[config.mk]
export PLATFORM = sky130hd
export DESIGN_NAME = gpio_irq_gen
export DESIGN_NICKNAME = d
export VERILOG_FILES = /design/src/rtl/gpio_irq_pkg.sv /design/src/rtl/gpio_irq_sync.sv /design/src/rtl/gpio_irq_ref.sv /design/src/rtl/gpio_irq_detect.sv /design/src/rtl/gpio_irq_gen.sv
export SDC_FILE = /design/constraint.sdc
export NUM_CORES = 1
export LEC_CHECK = 0
export BUFFER_PORTS_ARGS = -buffer_cell sky130_fd_sc_hd__buf_2
export CAP_MARGIN = 20
export CORE_AREA = 2 2 39 41
export DETAILED_ROUTE_END_ITERATION = 16
export DIE_AREA = 0 0 41 43
export SLEW_MARGIN = 20
export SYNTH_ARGS = -nofsm -noshare
export SYNTH_HDL_FRONTEND = slang
export SYNTH_SLANG_ARGS = --single-unit
[constraint.sdc]
create_clock -name clk -period 1.2 [get_ports clk]
set_input_delay 0.24 -clock clk [delete_from_list [all_inputs] [get_ports clk]]
set_output_delay 0.24 -clock clk [all_outputs]
set_load 0.01 [all_outputs]
[src/rtl/gpio_irq_pkg.sv]
package gpio_irq_pkg;
  localparam int unsigned IRQ_DEF_WIDTH = 4;
  localparam int unsigned IRQ_DEF_SYNC  = 2;
  localparam logic        DIR_INPUT     = 1'b1;
endpackage

[src/rtl/gpio_irq_sync.sv]
module gpio_irq_sync #(
  parameter int unsigned WIDTH  = 4,
  parameter int unsigned STAGES = 2
) (
  input  logic             clk,
  input  logic             rst_n,
  input  logic [WIDTH-1:0] d_i,
  output logic [WIDTH-1:0] q_o
);
  logic [WIDTH-1:0] stage_q [STAGES];

  for (genvar g = 0; g < STAGES; g++) begin : g_stage
    if (g == 0) begin : g_first
      always_ff @(posedge clk or negedge rst_n) begin
        if (!rst_n) stage_q[g] <= '0;
        else        stage_q[g] <= d_i;
      end
    end else begin : g_next
      always_ff @(posedge clk or negedge rst_n) begin
        if (!rst_n) stage_q[g] <= '0;
        else        stage_q[g] <= stage_q[g-1];
      end
    end
  end

  assign q_o = stage_q[STAGES-1];
endmodule

[src/rtl/gpio_irq_ref.sv]
module gpio_irq_ref #(
  parameter int unsigned WIDTH  = 4,
  parameter int unsigned STAGES = 2
) (
  input  logic             clk,
  input  logic             rst_n,
  input  logic [WIDTH-1:0] level_i,
  input  logic             rd_done_i,
  output logic [WIDTH-1:0] ref_o,
  output logic             armed_o
);
  // Warm-up: synchronizer needs STAGES edges, then one edge to capture.
  localparam int unsigned WARM = STAGES + 1;
  localparam int unsigned CW   = $clog2(WARM + 1);

  logic [CW-1:0]    warm_q;
  logic [WIDTH-1:0] ref_q;

  assign armed_o = (warm_q == CW'(WARM));
  assign ref_o   = ref_q;

  always_ff @(posedge clk or negedge rst_n) begin
    if (!rst_n) begin
      warm_q <= '0;
      ref_q  <= '0;
    end else if (!armed_o) begin
      warm_q <= warm_q + CW'(1);
      ref_q  <= level_i;
    end else if (rd_done_i) begin
      ref_q  <= level_i;
    end
  end
endmodule

[src/rtl/gpio_irq_detect.sv]
module gpio_irq_detect
  import gpio_irq_pkg::*;
#(
  parameter int unsigned WIDTH = 4
) (
  input  logic             clk,
  input  logic             rst_n,
  input  logic [WIDTH-1:0] level_i,
  input  logic [WIDTH-1:0] ref_i,
  input  logic [WIDTH-1:0] dir_in_i,
  input  logic             rd_done_i,
  input  logic             armed_i,
  output logic             pull_o
);
  logic [WIDTH-1:0] live_mask;
  logic             pull_q;

  for (genvar b = 0; b < WIDTH; b++) begin : g_bit
    assign live_mask[b] = (level_i[b] ^ ref_i[b]) & (dir_in_i[b] == DIR_INPUT);
  end

  always_ff @(posedge clk or negedge rst_n) begin
    if (!rst_n)                     pull_q <= 1'b0;
    else if (!armed_i || rd_done_i) pull_q <= 1'b0;
    else                            pull_q <= |live_mask;
  end

  assign pull_o = pull_q;
endmodule

[src/rtl/gpio_irq_gen.sv]
module gpio_irq_gen
  import gpio_irq_pkg::*;
#(
  parameter int unsigned WIDTH       = IRQ_DEF_WIDTH,
  parameter int unsigned SYNC_STAGES = IRQ_DEF_SYNC
) (
  input  logic             clk,
  input  logic             rst_n,
  input  logic [WIDTH-1:0] pin_i,
  input  logic [WIDTH-1:0] dir_in_i,
  input  logic             rd_done_i,
  output logic             irq_pull_o
);
  logic [WIDTH-1:0] level_q;
  logic [WIDTH-1:0] ref_q;
  logic             armed;

  gpio_irq_sync #(.WIDTH(WIDTH), .STAGES(SYNC_STAGES)) u_sync (
    .clk(clk), .rst_n(rst_n), .d_i(pin_i), .q_o(level_q)
  );

  gpio_irq_ref #(.WIDTH(WIDTH), .STAGES(SYNC_STAGES)) u_ref (
    .clk(clk), .rst_n(rst_n), .level_i(level_q), .rd_done_i(rd_done_i),
    .ref_o(ref_q), .armed_o(armed)
  );

  gpio_irq_detect #(.WIDTH(WIDTH)) u_det (
    .clk(clk), .rst_n(rst_n), .level_i(level_q), .ref_i(ref_q),
    .dir_in_i(dir_in_i), .rd_done_i(rd_done_i), .armed_i(armed),
    .pull_o(irq_pull_o)
  );
endmodule

==> impl_metrics.yaml <==
critical_path:
  required_ns: 1.36
  cp.depth: 3
  ff2ff_path_depth: 3
  cp-start-kind: "register"
  path_class: "reg -> reg"
  slowest_stage: "dfrtp_1"
  cp-end-kind: "register"
  path_buf_inv: 0
  critical_path_arrival_ns: 1.32
  path_max_fanout: 5
  max_stage_delay_ns: 0.43
  path_delay_family: "flip-flops"
  path_cells: "ha_4, nand2b_4, mux2_4"
layout:
  drive_gt1_frac: 0.500
  antennaDiodeCount: 0
  syn_to_final_growth_pct: 26.6
  fin_nets: 61
  n_fill_cell: 120
yosys:
  synth_ff_type: "dfrtp_1"
  synth_common_cells: "dfrtp_1, mux2_4, xor2_1"
  synth_top_area_frac: 0.699
  ys_seq_area_frac: 0.699
  synth.cell_area_um2: 537
  async_flop_share: 1.00
  synth_edf_count: 0
  ys_types: 9
  syn_avg_cell_area_um2: 17.9
  syn-num-nets: 42
  yosysMostFrequentCell: "dfrtp_1"
  synth_seq_cells: 15
  yosysTopAreaCell: "dfrtp_1"
  synthTopCellsByArea: "dfrtp_1, mux2_4, xor2_1"
  synthCells: 30
  synth-warning-count: 0
die:
  die_y_um: 43
  io_pins: 12
  start_util: 0.388
  dieWidth_um: 41
  coreArea_mm2: 0.00138
  die_area_mm2: 0.00176
  row_count: 14
detailed_routing:
  firstDrtPassIters: 1
  wl_um: 770
  antenna_left: 0
  vias: 284
  dr_wl_met2_um: 406
  wl_per_cell_um: 12.0
  highest_layer: "met3"
  drc: 0
  drt-initial-drc-count: 0
  viasPerCell: 4.44
  wl_met3_um: 47
  wirelength_met1_um: 316
pwr:
  irDropWorstVdd_uv: 689
  cellPowerDensity_mw_per_mm2: 1360
  p_leak_uw: 0.000320
placed_design:
  place_congestion: 0.682
  port_buffers: 11
  place_ws_ns: -0.0164
timing:
  skew_ns: 0.00910
  fin_crit_ns: 1.16
  setup_slack_ns: 0.0382
  finalSetupViolations: 0
  finalCritPeriodShare: 0.968
  slew_violations: 0
  timing.setup.tns_ns: 0
  worst_pin_slew_ns: 0.323
  slew_headroom: 0.784
  rsz0062_at_grt: "no"
  fmax_mhz: 861
  hold_viol: 0
worst_hold_path:
  hp-class: "in -> reg"
  hold_depth: 1
cts:
  clk_latency_ns: 0.28
  cts_tree: "built"
  clkSinkCount: 15
  path_clk_slew_ns: 0.09
  root_buffer: "clkbuf_4"
  htreeDepth: 1
  clock_path_buffers: 2
  cts_buffers: 3
global_routing:
  grt-ovfl-total: 0
  antenna_found_initial: 0
  first_global_vias: 307
  grt_pass1_wl_mm: 1.28
  grt_max_degree: 16
  track_usage: 0.113
status:
  status: "complete, no violations"
flow_run:
  maxCapViolations: 0
[stage by stage]
stage | utilization | hold WS, ns | cell area (um^2) | total power, uW | instances
after CTS | 0.478 | 0.0490 | 662 | 940 | 63
after global placement | 0.448 | 0.140 | 619 | 643 | 58
after global routing | 0.491 | 0.0358 | 679 | 988 | 64
after detailed placement | 0.448 | 0.153 | 619 | 649 | 58
final | 0.491 | 0.0580 | 679 | 924 | 64
after floorplan | - | -0.0556 | 537 | 610 | 30
[worst paths after layout]
check	startpoint	to	slack, ns
max	u_ref.warm_q[0]	u_ref.ref_o[3]	0.04
min	pin_i[1]	u_sync.stage_q[5]	0.06
max reg2reg	u_ref.warm_q[0]	u_ref.ref_o[3]	0.04
min reg2reg	u_sync.stage_q[6]	u_sync.q_o[2]	0.35
max in group asynchronous	rst_n	u_ref.ref_o[2]	0.57
min in group asynchronous	rst_n	u_sync.q_o[1]	0.38
[power by group]
group / internal (uW) / switching [uW]
Clock: 126 / 159
Sequential: 536 / 17.1
Combinational: 52.5 / 32.7
Total: 715 / 209
[state kept, by name, summed over array words and instances (netlist names)]
signal / cells
u_ref.ref_o: 4
u_sync.q_o: 4
u_sync.stage_q: 4
u_ref.warm_q: 2
u_det.pull_o: 1
[routing by layer]
| layer | global-route usage | up-vias |
|---|---|---|
| met5 | 0 | - |
| met4 | 0.0600 | 0 |
| met3 | 0.0471 | 0 |
| met2 | 0.163 | 10 |
| met1 | 0.139 | 135 |
| li1 | - | 139 |
[area by class of cell]
| cell class | count | area (um^2) | share of cell area |
|---|---|---|---|
| Tap cell | 16 | 20.0 | 0.0295 |
| Clock buffer | 3 | 22.5 | 0.0331 |
| Sequential cell | 15 | 375 | 0.552 |
| Timing Repair Buffer | 14 | 80.1 | 0.118 |
| Multi-Input combinational cell | 15 | 174 | 0.256 |
| Clock inverter | 1 | 7.51 | 0.0110 |
[what timing repair did]
| item | in CTS | in global routing |
|---|---|---|
| cloned | 0 | 0 |
| setup buffers | 0 | 1 |
| pin swaps | 0 | 0 |
| resized for setup | 1 | 1 |
| hold buffers | 1 | 0 |
| endpoints found under the setup margin | 4 | 4 |
| endpoints found under the hold margin | 15 | 0 |
[cells in the final DEF (no fill, tap or decap), types with 2 or more instances in the layout]
cell / synthesis / routed
buf_2: 0 / 11
clkbuf_4: 0 / 3
a22oi_1: 2 / 2
buf_4: 0 / 2
mux2_4: 4 / 4
xor2_1: 4 / 4
dfrtp_1: 15 / 15
[cells by family after synthesis]
| logic type | synth area share |
|---|---|
| flops | 0.699 |
| xor+xnor | 0.0816 |
| mux | 0.133 |
| compound gates | 0.0373 |
| fa+ha+maj | 0.0233 |
| simple gates | 0.0256 |
Note: power is estimated with default switching activity, not from simulation.
